[config.mk]
export PLATFORM = sky130hd
export DESIGN_NAME = twowire_reg_slave
export DESIGN_NICKNAME = d
export VERILOG_FILES = /design/src/rtl/tws_pkg.sv /design/src/rtl/tws_sync.sv /design/src/rtl/tws_strap.sv /design/src/rtl/tws_engine.sv /design/src/rtl/twowire_reg_slave.sv
export SDC_FILE = /design/constraint.sdc
export NUM_CORES = 1
export LEC_CHECK = 0
export BUFFER_PORTS_ARGS = -buffer_cell sky130_fd_sc_hd__buf_2
export CORE_MARGIN = 4
export CORE_UTILIZATION = 35
export DETAILED_ROUTE_END_ITERATION = 10
export GPL_TIMING_DRIVEN = 0
export PLACE_DENSITY = 0.6
export SYNTH_ARGS = -nofsm -noshare
export SYNTH_HDL_FRONTEND = slang
export SYNTH_HIERARCHICAL = 1
export SYNTH_SLANG_ARGS = --single-unit
[constraint.sdc]
create_clock -name clk -period 7.38 [get_ports clk]
set_clock_uncertainty 0.05 [all_clocks]
set_input_delay 1.107 -clock clk [delete_from_list [all_inputs] [get_ports clk]]
set_output_delay 1.107 -clock clk [all_outputs]
set_load 0.1 [all_outputs]
[src/rtl/tws_pkg.sv]
package tws_pkg;

  typedef enum logic [2:0] {
    ST_IDLE,
    ST_ADDR,
    ST_WDATA,
    ST_ACK,
    ST_RWAIT,
    ST_RLOAD,
    ST_RDATA,
    ST_RACK
  } tws_state_t;

  localparam logic [1:0] STRAP_LOW   = 2'b00;
  localparam logic [1:0] STRAP_FLOAT = 2'b01;
  localparam logic [1:0] STRAP_HIGH  = 2'b10;

  function automatic logic [1:0] strap_to_low_bits(input logic [1:0] code);
    case (code)
      STRAP_LOW:  return 2'b10;
      STRAP_HIGH: return 2'b01;
      default:    return 2'b00;
    endcase
  endfunction

endpackage

[src/rtl/tws_sync.sv]
module tws_sync #(
  parameter int STAGES = 2
) (
  input  logic       clk,
  input  logic       rst_n,
  input  logic       scl_raw,
  input  logic       sda_raw,
  output logic       scl_s,
  output logic       sda_s,
  output logic       scl_rise,
  output logic       scl_fall,
  output logic       start_ev,
  output logic       stop_ev
);
  logic [1:0] raw;
  logic [1:0] cur;
  logic [1:0] prev;

  assign raw = {sda_raw, scl_raw};

  for (genvar g = 0; g < 2; g++) begin : g_line
    logic [STAGES-1:0] chain;
    always_ff @(posedge clk or negedge rst_n) begin
      if (!rst_n) chain <= '1;
      else        chain <= {chain[STAGES-2:0], raw[g]};
    end
    assign cur[g] = chain[STAGES-1];
  end

  always_ff @(posedge clk or negedge rst_n) begin
    if (!rst_n) prev <= 2'b11;
    else        prev <= cur;
  end

  assign scl_s    = cur[0];
  assign sda_s    = cur[1];
  assign scl_rise = cur[0] & ~prev[0];
  assign scl_fall = ~cur[0] & prev[0];
  assign start_ev = cur[0] & prev[0] & prev[1] & ~cur[1];
  assign stop_ev  = cur[0] & prev[0] & ~prev[1] & cur[1];

endmodule

[src/rtl/tws_strap.sv]
module tws_strap #(
  parameter logic [4:0] ADDR_HI = 5'b01011
) (
  input  logic       clk,
  input  logic       rst_n,
  input  logic [1:0] strap_i,
  output logic [6:0] dev_addr
);
  import tws_pkg::*;

  logic [1:0] low_q;

  always_ff @(posedge clk) begin
    if (!rst_n) low_q <= strap_to_low_bits(strap_i);
  end

  assign dev_addr = {ADDR_HI, low_q};

  a_r5_strap_frozen: assert property (@(posedge clk) disable iff (!rst_n)
    $stable(low_q));

endmodule

[src/rtl/tws_engine.sv]
module tws_engine #(
  parameter int BYTE_W = 8
) (
  input  logic              clk,
  input  logic              rst_n,
  input  logic              scl_s,
  input  logic              sda_s,
  input  logic              scl_rise,
  input  logic              scl_fall,
  input  logic              start_ev,
  input  logic              stop_ev,
  input  logic [6:0]        dev_addr,
  output logic              sda_oe,
  output logic              wr_valid,
  output logic [BYTE_W-1:0] wr_addr,
  output logic [BYTE_W-1:0] wr_data,
  output logic              rd_req,
  output logic [BYTE_W-1:0] rd_addr,
  input  logic [BYTE_W-1:0] rd_data
);
  import tws_pkg::*;

  localparam int CW = $clog2(BYTE_W + 1);
  localparam logic [CW-1:0] FULL = CW'(BYTE_W);

  tws_state_t        state;
  logic [BYTE_W-1:0] sh;
  logic [BYTE_W-1:0] tx;
  logic [BYTE_W-1:0] ptr;
  logic [CW-1:0]     cnt;
  logic [1:0]        widx;
  logic              rw;
  logic              nak;

  always_ff @(posedge clk or negedge rst_n) begin
    if (!rst_n) begin
      state    <= ST_IDLE;
      sh       <= '0;
      tx       <= '0;
      ptr      <= '0;
      cnt      <= '0;
      widx     <= '0;
      rw       <= 1'b0;
      nak      <= 1'b0;
      sda_oe   <= 1'b0;
      wr_valid <= 1'b0;
      wr_addr  <= '0;
      wr_data  <= '0;
      rd_req   <= 1'b0;
      rd_addr  <= '0;
    end else begin
      wr_valid <= 1'b0;
      rd_req   <= 1'b0;
      if (start_ev) begin
        state  <= ST_ADDR;
        cnt    <= '0;
        sda_oe <= 1'b0;
      end else if (stop_ev) begin
        state  <= ST_IDLE;
        sda_oe <= 1'b0;
      end else begin
        case (state)
          ST_ADDR, ST_WDATA: begin
            if (scl_rise && cnt != FULL) begin
              sh  <= {sh[BYTE_W-2:0], sda_s};
              cnt <= cnt + 1'b1;
            end else if (scl_fall && cnt == FULL) begin
              cnt <= '0;
              if (state == ST_ADDR) begin
                if (sh[BYTE_W-1:1] == dev_addr) begin
                  sda_oe <= 1'b1;
                  rw     <= sh[0];
                  widx   <= 2'd0;
                  state  <= ST_ACK;
                end else begin
                  state <= ST_IDLE;
                end
              end else begin
                sda_oe <= 1'b1;
                state  <= ST_ACK;
                case (widx)
                  2'd0: begin
                    ptr  <= sh;
                    widx <= 2'd1;
                  end
                  2'd1: begin
                    wr_valid <= 1'b1;
                    wr_addr  <= ptr;
                    wr_data  <= sh;
                    widx     <= 2'd2;
                  end
                  default: ;
                endcase
              end
            end
          end
          ST_ACK: begin
            if (scl_fall) begin
              sda_oe <= 1'b0;
              if (rw) begin
                rd_req  <= 1'b1;
                rd_addr <= ptr;
                state   <= ST_RWAIT;
              end else begin
                state <= ST_WDATA;
              end
            end
          end
          ST_RWAIT: state <= ST_RLOAD;
          ST_RLOAD: begin
            tx     <= rd_data;
            sda_oe <= ~rd_data[BYTE_W-1];
            cnt    <= '0;
            state  <= ST_RDATA;
          end
          ST_RDATA: begin
            if (scl_rise) begin
              cnt <= cnt + 1'b1;
            end else if (scl_fall) begin
              if (cnt == FULL) begin
                sda_oe <= 1'b0;
                state  <= ST_RACK;
              end else if (cnt != '0) begin
                tx     <= {tx[BYTE_W-2:0], tx[BYTE_W-1]};
                sda_oe <= ~tx[BYTE_W-2];
              end
            end
          end
          ST_RACK: begin
            if (scl_rise) begin
              nak <= sda_s;
            end else if (scl_fall) begin
              if (nak) begin
                state <= ST_IDLE;
              end else begin
                rd_req  <= 1'b1;
                rd_addr <= ptr;
                state   <= ST_RWAIT;
              end
            end
          end
          default: state <= ST_IDLE;
        endcase
      end
    end
  end

  a_r11_drive_only_scl_low: assert property (@(posedge clk) disable iff (!rst_n)
    $rose(sda_oe) |-> !scl_s);

  a_r7_write_strobe_single: assert property (@(posedge clk) disable iff (!rst_n)
    wr_valid |=> !wr_valid);

  a_r7_strobe_with_ack: assert property (@(posedge clk) disable iff (!rst_n)
    wr_valid |-> sda_oe);

  a_r9_read_strobe_single: assert property (@(posedge clk) disable iff (!rst_n)
    rd_req |=> !rd_req);

  a_r1_release_after_stop: assert property (@(posedge clk) disable iff (!rst_n)
    $past(stop_ev) |-> !sda_oe);

endmodule

[src/rtl/twowire_reg_slave.sv]
module twowire_reg_slave #(
  parameter int         SYNC_STAGES = 2,
  parameter logic [4:0] ADDR_HI     = 5'b01011
) (
  input  logic       clk,
  input  logic       rst_n,
  input  logic       scl_i,
  input  logic       sda_i,
  output logic       sda_oe,
  input  logic [1:0] strap_i,
  output logic       wr_valid,
  output logic [7:0] wr_addr,
  output logic [7:0] wr_data,
  output logic       rd_req,
  output logic [7:0] rd_addr,
  input  logic [7:0] rd_data
);
  logic       scl_s, sda_s, scl_rise, scl_fall, start_ev, stop_ev;
  logic [6:0] dev_addr;

  tws_sync #(.STAGES(SYNC_STAGES)) i_sync (
    .clk(clk), .rst_n(rst_n), .scl_raw(scl_i), .sda_raw(sda_i),
    .scl_s(scl_s), .sda_s(sda_s), .scl_rise(scl_rise), .scl_fall(scl_fall),
    .start_ev(start_ev), .stop_ev(stop_ev)
  );

  tws_strap #(.ADDR_HI(ADDR_HI)) i_strap (
    .clk(clk), .rst_n(rst_n), .strap_i(strap_i), .dev_addr(dev_addr)
  );

  tws_engine #(.BYTE_W(8)) i_engine (
    .clk(clk), .rst_n(rst_n), .scl_s(scl_s), .sda_s(sda_s),
    .scl_rise(scl_rise), .scl_fall(scl_fall), .start_ev(start_ev),
    .stop_ev(stop_ev), .dev_addr(dev_addr), .sda_oe(sda_oe),
    .wr_valid(wr_valid), .wr_addr(wr_addr), .wr_data(wr_data),
    .rd_req(rd_req), .rd_addr(rd_addr), .rd_data(rd_data)
  );

endmodule

==> insert_results.sql <==
INSERT INTO impl_metrics (metric_group, metric, value, unit) VALUES
('grt', 'grt_start_max_net_pins', '70', ''),
('cts', 'clock_insertion_delay_worst_skew', '0.34', 'ns'),
('synthesis', 'post_synth_main_area_contributors', 'sky130_fd_sc_hd__dfrtp_1 47%, sky130_fd_sc_hd__mux2_2 11%, sky130_fd_sc_hd__dfstp_2 4.8%', ''),
('final_layout', 'stdcell_count', '442', ''),
('final_layout', 'layout.cells.most_common_list', '62 x sky130_fd_sc_hd__dfrtp_1, 40 x sky130_fd_sc_hd__buf_2, 33 x sky130_fd_sc_hd__mux2_2', ''),
('synthesis', 'synth_area_leader_cell', 'sky130_fd_sc_hd__dfrtp_1', ''),
('placement', 'numPortBuffers', '40', ''),
('power', 'power.net_switching', '0.209', 'mW'),
('power', 'power_dens_cells', '203', 'nW/um2'),
('sta', 'setup_viol', '0', ''),
('synthesis', 'async_flop_share', '97.1', '%'),
('final_layout', 'fin_area', '3820', 'um2'),
('drt', 'route.vias.total', '2247', ''),
('power', 'power_switching_share', '26.9', '%'),
('synthesis', 'synthesis.instances', '272', ''),
('cts', 'h_tree_lvls', '3', ''),
('synthesis', 'proportion_of_synthesized_chip_area_in_sequential_cells', '54.0', '%'),
('synthesis', 'synthesis.yosys.warnings', '6', ''),
('placement', 'placement.cell_area', '3630', 'um2'),
('synthesis', 'yosys_register_bits', '70', ''),
('sta', 'unrepaired_setup_endpoints_after_global_routing', 'no', ''),
('outcome', 'outcome', 'completed', ''),
('setup_path', 'worstReg2RegStart', 'i_sync/g_line[1].chain[1]', ''),
('sta', 'final.setup.worst_slack', '4.50', 'ns'),
('final_layout', 'insertedDiodeCount', '0', ''),
('final_layout', 'layout.nets', '342', ''),
('placement', 'place.gp.congestion', '0.859', ''),
('grt', 'grt_overflow_total', '0', ''),
('setup_path', 'endpoint_kind', 'flip-flop', ''),
('placement', 'dpl.hpwl', '4390', 'um'),
('synthesis', 'number_of_distinct_library_cells_after_synthesis', '53', ''),
('setup_path', 'crit_type', 'flip-flop to flip-flop', ''),
('power', 'seq_power_share', '53.6', '%'),
('synthesis', 'synth_edf_count', '2', ''),
('grt', 'grt_pass1_vias', '2192', ''),
('sta', 'tns', '0', 'ns'),
('sta', 'final.hold.worst_slack', '0.307', 'ns'),
('power', 'p_leak', '1.93', 'nW'),
('synthesis', 'synth_flop_cell', 'sky130_fd_sc_hd__dfrtp_1', ''),
('drt', 'drc_errors', '0', ''),
('placement', 'place_ws', '4.50', 'ns'),
('cts', 'tritoncts.num_buffers', '9', ''),
('drt', 'dr.pass1.iters', '4', ''),
('cts', 'max-clock-path-buffers', '2', ''),
('die', 'top_level_ports', '41', ''),
('power', 'p_total', '0.777', 'mW'),
('drt', 'viasPerCell', '5.08', ''),
('job', 'drv.max_cap_violation_count', '0', ''),
('synthesis', 'post_synth_instance_area', '3270', 'um2'),
('drt', 'route.final.wire_length', '6580', 'um'),
('grt', 'grt_use_total', '12.6', '%'),
('die', 'dieWidth', '105', 'um'),
('sta', 'max_slew_margin', '23.7', '%'),
('die', 'initial_core_util', '35.8', '%'),
('setup_path', 'worstPathRequired', '7.56', 'ns'),
('setup_path', 'worst_setup_path_startpoint', 'i_sync/g_line[1].chain[1]', ''),
('setup_path', 'regToRegSetupSlack', '4.50', 'ns'),
('cts', 'post_cts_buffers', '0', ''),
('drt', 'postRouteAntennaNets', '0', ''),
('cts', 'clock_tree_root', 'sky130_fd_sc_hd__clkbuf_8', ''),
('final_layout', 'final_util', '41.7', '%'),
('die', 'die_h', '105', 'um'),
('sta', 'max_clock_freq', '348', 'MHz'),
('synthesis', 'postSynthAreaPerCell', '12.0', 'um2'),
('setup_path', 'worst-path-max-fanout', '10', ''),
('synthesis', 'synth_top_cell_area_share', '47.4', '%'),
('final_layout', 'drive_gt1_share', '35.6', '%'),
('grt', 'grt_pass1_wl', '10900', 'um'),
('cts', 'cts-hold-fix-buffers', '0', ''),
('min_path', 'holdCritPathClass', 'flip-flop to flip-flop', ''),
('die', 'die_area', '11000', 'um2');
==> cell type report <==
| class | count | area [um2] |
|---|---|---|
| tap | 111 | 139 |
| buffer | 14 | 87.6 |
| inverter | 8 | 30.0 |
| timing repair buffer | 40 | 203 |
| fill | 890 | 5330 |
| sequential | 70 | 1770 |
| clock inverter | 6 | 42.5 |
| multi-input combinational | 183 | 1400 |
| clock buffer | 10 | 149 |
==> synthesized netlist by cell type (all sizes together) (3+ instances only) <==
cell    number
nand3       10
dfstp        6
nor2        18
a31oi        3
xor2         7
o21ai        9
mux2i        8
buf          8
nor4         3
nor3         6
nand2b       5
a21oi       14
clkbuf       6
inv          8
mux2        42
nor2b        6
nand2       12
or4          3
dfrtp       62
==> per-layer routing <==
metal  vias to the layer above  GRT usage [%]  wire length [um]
met5                         -              0                 0
met4                         0           7.59               131
met3                        14           2.72               322
li1                       1072              -                 -
met2                        60           18.6              3040
met1                      1101           16.8              3080
==> state kept, by name (all words and copies together), names as in the netlist, 2 cells and up <==
name	flops
i_sync/prev	2
i_engine/ptr	8
i_engine/sh	8
i_engine/tx	8
i_engine/state	3
i_sync/g_line.chain	4
i_engine/wr_addr	8
i_engine/rd_addr	8
i_engine/wr_data	8
i_engine/widx	2
i_strap/low_q	2
i_engine/cnt	4
==> critical path: stages (launching register included) <==
cell and delay [ns]:
sky130_fd_sc_hd__dfstp_2 0.57, sky130_fd_sc_hd__and4b_1 0.30, sky130_fd_sc_hd__or2_1 0.27, sky130_fd_sc_hd__buf_6 0.14, sky130_fd_sc_hd__or4_4 0.55, sky130_fd_sc_hd__nor3_4 0.24, sky130_fd_sc_hd__nand2_4 0.14, sky130_fd_sc_hd__buf_6 0.20
sky130_fd_sc_hd__mux2_4 0.30
==> power groups by stage <==
| stage | Clock (mW) | Combinational, mW | Sequential [mW] |
|---|---|---|---|
| 6_report | 0.296 | 0.0641 | 0.416 |
| 5_1_grt | 0.328 | 0.0708 | 0.419 |
| 3_3_place_gp | 0 | 0.0640 | 0.423 |
| 4_1_cts | 0.309 | 0.0650 | 0.416 |
| 2_1_floorplan | 0 | 0.0340 | 0.429 |
| 3_5_place_dp | 0 | 0.0645 | 0.423 |
==> kinds of logic after synthesis <==
family          share of synthesized area [%]
buf+inv                                  3.59
compound gates                           7.80
simple gates                             13.5
fa+ha+maj                               0.764
xor+xnor                                 2.14
flops                                    54.0
other cells                             0.229
mux                                      17.9
==> worst min path at each step <==
stage,to,slack (ns),cells after the start
2_1_floorplan,i_sync/g_line[0].chain[1],0.30,0
3_3_place_gp,i_sync/g_line[0].chain[1],0.30,0
3_5_place_dp,i_sync/g_line[1].chain[1],0.30,0
4_1_cts,i_sync/g_line[1].chain[1],0.31,0
5_1_grt,i_sync/g_line[1].chain[1],0.31,0
6_report,i_sync/g_line[1].chain[1],0.31,0
(Power assumes the default switching activity.)
